File: src/rtl/colmed_pkg.sv
package colmed_pkg;
  // Per-cycle commands from the sequencer to the histogram datapath
  typedef struct packed {
    logic clr;   // clear all bins, median and below count
    logic inc;   // add one pixel to the window
    logic dec;   // remove one pixel from the window
    logic adj;   // move the median one level
    logic cap;   // latch the settled median onto the output
  } mfStrobe_t;
endpackage

File: src/rtl/colmed_ctrl.sv
module colmed_ctrl
  import colmed_pkg::*;
#(
  parameter int WIN = 3
) (
  input  logic      clk,
  input  logic      rst_n,
  input  logic      newCol,
  input  logic      addValid,
  input  logic      dropValid,
  input  logic      adjDone,
  output logic      addReady,
  output logic      dropReady,
  output logic      medValid,
  output mfStrobe_t stb
);
  localparam int AREA  = WIN * WIN;
  localparam int CNT_W = $clog2(AREA + 1);

  typedef enum logic [2:0] {S_IDLE, S_FILL, S_DROP, S_ADD, S_ADJ, S_EMIT} state_t;

  state_t           state;
  logic [CNT_W-1:0] cnt;
  logic             colTake, addFire, dropFire;

  always_comb begin
    colTake   = newCol && (state == S_IDLE || (state == S_DROP && cnt == '0));
    dropReady = (state == S_DROP) && !colTake;
    addReady  = (state == S_FILL) || (state == S_ADD);
    addFire   = addReady && addValid;
    dropFire  = dropReady && dropValid;
    medValid  = (state == S_EMIT);
    stb.clr   = colTake;
    stb.inc   = addFire;
    stb.dec   = dropFire;
    stb.adj   = (state == S_ADJ) && !adjDone;
    stb.cap   = (state == S_ADJ) && adjDone;
  end

  always_ff @(posedge clk or negedge rst_n) begin
    if (!rst_n) begin
      state <= S_IDLE;
      cnt   <= '0;
    end else if (colTake) begin
      state <= S_FILL;
      cnt   <= '0;
    end else begin
      case (state)
        S_FILL: if (addFire) begin
          if (cnt == CNT_W'(AREA - 1)) begin
            state <= S_ADJ;
            cnt   <= '0;
          end else cnt <= cnt + 1'b1;
        end
        S_DROP: if (dropFire) begin
          if (cnt == CNT_W'(WIN - 1)) begin
            state <= S_ADD;
            cnt   <= '0;
          end else cnt <= cnt + 1'b1;
        end
        S_ADD: if (addFire) begin
          if (cnt == CNT_W'(WIN - 1)) begin
            state <= S_ADJ;
            cnt   <= '0;
          end else cnt <= cnt + 1'b1;
        end
        S_ADJ:   if (adjDone) state <= S_EMIT;
        S_EMIT:  state <= S_DROP;
        default: state <= S_IDLE;
      endcase
    end
  end
endmodule

File: src/rtl/colmed_dpath.sv
module colmed_dpath
  import colmed_pkg::*;
#(
  parameter int WIN    = 3,
  parameter int LEVELS = 256
) (
  input  logic                      clk,
  input  logic                      rst_n,
  input  mfStrobe_t                 stb,
  input  logic [$clog2(LEVELS)-1:0] pix,
  output logic                      adjDone,
  output logic [$clog2(LEVELS)-1:0] medOut
);
  localparam int PIX_W = $clog2(LEVELS);
  localparam int AREA  = WIN * WIN;
  localparam int CNT_W = $clog2(AREA + 1);
  localparam int HALF  = (AREA - 1) / 2;

  logic [CNT_W-1:0] hist [LEVELS];
  logic [PIX_W-1:0] med;
  logic [CNT_W-1:0] below;
  logic [CNT_W-1:0] curBin, prevBin;
  logic [CNT_W:0]   upSum;
  logic             needUp, needDown, pixBelow;

  // One counter per intensity level
  for (genvar i = 0; i < LEVELS; i++) begin : g_bin
    always_ff @(posedge clk or negedge rst_n) begin
      if (!rst_n)                                hist[i] <= '0;
      else if (stb.clr)                          hist[i] <= '0;
      else if (stb.inc && pix == PIX_W'(i))      hist[i] <= hist[i] + 1'b1;
      else if (stb.dec && pix == PIX_W'(i))      hist[i] <= hist[i] - 1'b1;
    end
  end

  always_comb begin
    curBin   = hist[med];
    prevBin  = hist[PIX_W'(med - 1'b1)];
    upSum    = {1'b0, below} + {1'b0, curBin};
    needDown = below > CNT_W'(HALF);
    needUp   = upSum <= (CNT_W + 1)'(HALF);
    adjDone  = !needDown && !needUp;
    pixBelow = pix < med;
  end

  always_ff @(posedge clk or negedge rst_n) begin
    if (!rst_n) begin
      med   <= '0;
      below <= '0;
    end else if (stb.clr) begin
      med   <= '0;
      below <= '0;
    end else if (stb.inc) begin
      if (pixBelow) below <= below + 1'b1;
    end else if (stb.dec) begin
      if (pixBelow) below <= below - 1'b1;
    end else if (stb.adj) begin
      if (needDown) begin
        med   <= med - 1'b1;
        below <= below - prevBin;
      end else begin
        med   <= med + 1'b1;
        below <= below + curBin;
      end
    end
  end

  always_ff @(posedge clk or negedge rst_n) begin
    if (!rst_n)       medOut <= '0;
    else if (stb.cap) medOut <= med;
  end
endmodule

File: src/rtl/colmed_filter.sv
module colmed_filter
  import colmed_pkg::*;
#(
  parameter int WIN    = 3,
  parameter int LEVELS = 256
) (
  input  logic                      clk,
  input  logic                      rst_n,
  input  logic                      newCol,
  input  logic                      addValid,
  input  logic [$clog2(LEVELS)-1:0] addPix,
  output logic                      addReady,
  input  logic                      dropValid,
  input  logic [$clog2(LEVELS)-1:0] dropPix,
  output logic                      dropReady,
  output logic                      medValid,
  output logic [$clog2(LEVELS)-1:0] medOut
);
  localparam int PIX_W = $clog2(LEVELS);

  mfStrobe_t        stb;
  logic             adjDone;
  logic [PIX_W-1:0] pix;

  assign pix = stb.dec ? dropPix : addPix;

  colmed_ctrl #(.WIN(WIN)) u_ctrl (
    .clk(clk), .rst_n(rst_n), .newCol(newCol), .addValid(addValid),
    .dropValid(dropValid), .adjDone(adjDone), .addReady(addReady),
    .dropReady(dropReady), .medValid(medValid), .stb(stb)
  );

  colmed_dpath #(.WIN(WIN), .LEVELS(LEVELS)) u_dpath (
    .clk(clk), .rst_n(rst_n), .stb(stb), .pix(pix),
    .adjDone(adjDone), .medOut(medOut)
  );
endmodule

File: config.mk
export PLATFORM = sky130hd
export DESIGN_NAME = colmed_filter
export DESIGN_NICKNAME = d
export VERILOG_FILES = /design/src/rtl/colmed_pkg.sv /design/src/rtl/colmed_ctrl.sv /design/src/rtl/colmed_dpath.sv /design/src/rtl/colmed_filter.sv
export SDC_FILE = /design/constraint.sdc
export NUM_CORES = 2
export LEC_CHECK = 0
export ABC_AREA = 1
export BUFFER_PORTS_ARGS = -buffer_cell sky130_fd_sc_hd__buf_2
export CORE_MARGIN = 2
export CORE_UTILIZATION = 45
export CTS_CLUSTER_DIAMETER = 50
export DETAILED_ROUTE_END_ITERATION = 8
export PLACE_DENSITY = 0.62
export SLEW_MARGIN = 40
export SYNTH_ARGS = -nofsm -noshare
export SYNTH_HDL_FRONTEND = slang
export SYNTH_SLANG_ARGS = --single-unit
File: constraint.sdc
create_clock -name clk -period 5.81 [get_ports clk]
set_input_delay 0.581 -clock clk [delete_from_list [all_inputs] [get_ports clk]]
set_output_delay 0.581 -clock clk [all_outputs]
set_load 0.01 [all_outputs]
==> impl_metrics.py <==
metrics = {
    "layout": {
        "commonest_non_fill_non_tap_cells_in_the_layout": "1813 x nand2_1, 1419 x inv_1, 1263 x nand3_1",
        "layout.cell_area.non_filler_um2": 94850,
        "fillers": 18260,
        "area_growth_from_synthesis_to_layout_pct": 10.52,
        "nets": 12050,
        "layout-drive-gt1-share": 0.07481,
        "final_common_cell": "nand2_1",
        "utilization": 0.4998,
    },
    "synthesis": {
        "synth.ff_latch_count": 1051,
        "async_flop_share": 1.000,
        "synthesis.area_um2": 85820,
        "mappedNetlistNets": 12230,
        "synthesis.instances": 11410,
        "yosysSeqAreaShare": 0.3064,
        "ys_types": 48,
        "primary_flip_flop_cell_chosen_by_synthesis_mapping": "dfrtp_1",
        "postSynthAreaPerCell_um2": 7.520,
        "yosys_warnings": 0,
        "synth_enable_flop_cells": 0,
    },
    "cts": {
        "cts_tree": "built",
        "clock_insertion_delay_worst_skew_ns": 0.82,
        "max-clock-path-buffers": 3,
        "cts.sink_count": 1051,
        "cts.reportedPaths.clkPinSlew_ns": 0.06,
        "clock_tree.root_cell": "clkbuf_16",
        "cts_made_buffers": 166,
        "cts-htree-levels": 4,
        "cts_resized": 0,
    },
    "die": {
        "fp.dieArea_um2": 194200,
        "initial_utilization": 0.4522,
        "floorplan.die.height_um": 440.7,
        "core_region_area_um2": 189800,
        "die_width_um": 440.7,
        "i_o_pin_cnt": 32,
        "num_rows": 160,
    },
    "sta": {
        "slew_viol_final": 0,
        "timing.final.hold_violations": 0,
        "maxClockFrequency_mhz": 185.0,
        "fin_worst_skew_ns": 0.03866,
        "final_period_minus_worst_setup_slack_ns": 5.406,
        "rsz_0062_raised_after_global_routing": "false",
        "layout_setup_ws_ns": 0.4043,
        "post-route-period-util": 0.9304,
        "timing.slew.headroom": 0.3601,
        "timing_worst_slew_pin_value_ns": 0.9598,
        "final.setup.tns_ns": 0,
        "setup_viol": 0,
    },
    "global_routing": {
        "grt-busiest-layer": "met2",
        "antenna_found_initial": 7,
        "grt_util_met3": 0.05605,
        "grt_max_degree": 236,
        "use_met2": 0.4856,
        "track_usage": 0.3064,
        "grtUsageMet1": 0.3980,
        "grt_first_pass_wirelength_um": 464000,
        "grt_pass1_vias": 79100,
        "grt-ovfl-total": 0,
    },
    "setup_path": {
        "critical_path.endpoint_type": "register",
        "worst-endpoint-required_ns": 6.52,
        "setup.worst_path.class": "reg -> reg",
        "cp_common_cell": "nand3_1",
        "cpMaxStageDelayCell": "dfrtp_4",
        "crit_path_start_kind": "register",
        "delay_contributed_by_the_slowest_stage_of_the_critical_path_ns": 0.57,
        "worst-path-max-fanout": 36,
        "crit_arrival_ns": 6.11,
    },
    "route": {
        "via_per_inst": 5.938,
        "drt-pass1-iter-count": 7,
        "drt-wirelength-per-cell_um": 21.75,
        "postRouteWirelength_um": 302000,
        "final_antenna_net_count": 0,
        "drt_first_iter_violations": 8500,
        "detailroute.via_count": 82480,
        "drc_errors": 0,
    },
    "placement": {
        "pre_cts_ws_ns": 0.5346,
        "instance_area_at_placement_um2": 89180,
        "buffer_ports.inserted": 31,
        "dp_hpwl_um": 210400,
        "gp_routability_congestion": 0.9463,
    },
    "flow_run": {
        "max-cap-violations": 0,
    },
    "power_and_ir_drop": {
        "leakage_nw": 41.62,
        "vdd_ir_drop_max_mv": 0.7122,
        "pwrdens_nw_per_um2": 473.6,
    },
    "status": {
        "outcome": "finished, final reports clean",
    },
    "min_path": {
        "hold_path_class": "in -> async",
    },
}
path summary, 6_finish.rpt:
kind                       slack (ns)  cells after the start                end         startpoint
setup / recovery                 0.40                     30   u_dpath.below[3]     u_dpath.med[0]
hold / removal                   0.31                      2  u_dpath.hist[336]              rst_n
setup reg to reg                 0.40                     30   u_dpath.below[3]     u_dpath.med[0]
hold reg to reg                  0.48                      2  u_dpath.medOut[2]  u_dpath.medOut[2]
max in group asynchronous        3.89                      5  u_dpath.hist[450]              rst_n
min in group clk                 0.36                      4   u_dpath.below[2]             newCol
critical path: cells and delay by family, from the launching register on:
kind / cells / cell delay (ns)
xor gates and xnor gates: 1 / 0.15
DFF: 1 / 0.57
and+or+nand+nor: 17 / 2.22
AOI/OAI and AO/OA: 2 / 0.29
adders and majority gates: 4 / 1.02
buffers and inverters: 6 / 0.98
flip-flops by register name (all words and copies together), names as in the netlist:
| signal | flops |
|---|---|
| u_dpath.below | 4 |
| u_ctrl.state | 3 |
| u_dpath.med | 8 |
| u_dpath.medOut | 8 |
| u_dpath.hist | 1024 |
| u_ctrl.cnt | 4 |
kinds of logic (layout without fill, tap and decap cells):
group,count (synthesis),in the layout,share of synthesized area
compound gates,3200,3200,0.2073
xor+xnor,652,652,0.06654
fa+ha+maj,791,791,0.1379
buf+inv,2019,1981,0.09154
flops,1051,1051,0.3064
other cells,0,3,0
simple gates,3700,3700,0.1903
Yosys cell counts, types with 5 or more instances:
master	number	share of area
o21ai_2	7	0.00071
o2111ai_1	11	0.0011
a21o_1	12	0.0010
buf_4	14	0.0012
o22ai_1	519	0.038
o211ai_1	225	0.020
xnor2_1	236	0.024
nand2_4	10	0.0013
buf_6	7	0.00092
clkbuf_1	290	0.013
nor2_4	47	0.0062
nor3_1	9	0.00052
inv_1	1425	0.062
ha_1	533	0.078
or2_2	5	0.00036
xor2_1	416	0.042
nand3_1	1263	0.074
a21oi_1	1030	0.060
nand2_1	1817	0.079
buf_2	137	0.0080
nor2_1	405	0.018
clkinv_1	7	0.00031
nor2_2	96	0.0070
nand2_2	19	0.0014
dfrtp_1	1051	0.31
o21ai_0	1208	0.070
inv_2	15	0.00066
o21ai_1	62	0.0036
a31o_2	110	0.011
fa_1	258	0.060
nand4_1	17	0.0012
buf_1	123	0.0054
power breakdown:
part           internal (mW)  switching (mW)  total, mW
logic                   8.00            18.1       26.1
clock network           6.19            3.97       10.2
registers               7.94           0.684       8.62
repair_timing:
item,4_1_cts,5_1_grt
setup buffers,0,0
hold endpoints to repair,24,0
hold buffers,1,0
layer usage:
| metal | wire [µm] | up-vias |
|---|---|---|
| met5 | 13 | - |
| met4 | 17420 | 2 |
| met3 | 25470 | 788 |
| met2 | 136600 | 3519 |
| met1 | 122600 | 39720 |
| li1 | - | 38450 |
metrics by stage:
step,hold WS (ns),instances,power (mW)
floorplan,0.2854,11410,24.53
global placement,0.4712,13570,33.82
detailed placement,0.4755,13580,34.06
CTS,0.2678,13880,44.33
global route,0.3011,13890,47.36
finish,0.3150,13890,44.92
area by class of cell:
| class | instances | area (µm²) | share of cell area |
|---|---|---|---|
| multi-input combinational | 8343 | 51790 | 0.5461 |
| clock buffer | 219 | 4730 | 0.04986 |
| tap | 2511 | 3142 | 0.03312 |
| inverter | 1448 | 5478 | 0.05775 |
| clock inverter | 82 | 853.3 | 0.008997 |
| timing repair buffer | 232 | 2527 | 0.02665 |
| antenna | 3 | 7.507 | 0.00007915 |
| sequential | 1051 | 26320 | 0.2775 |
No activity file was read; power rests on OpenSTA's default activity.
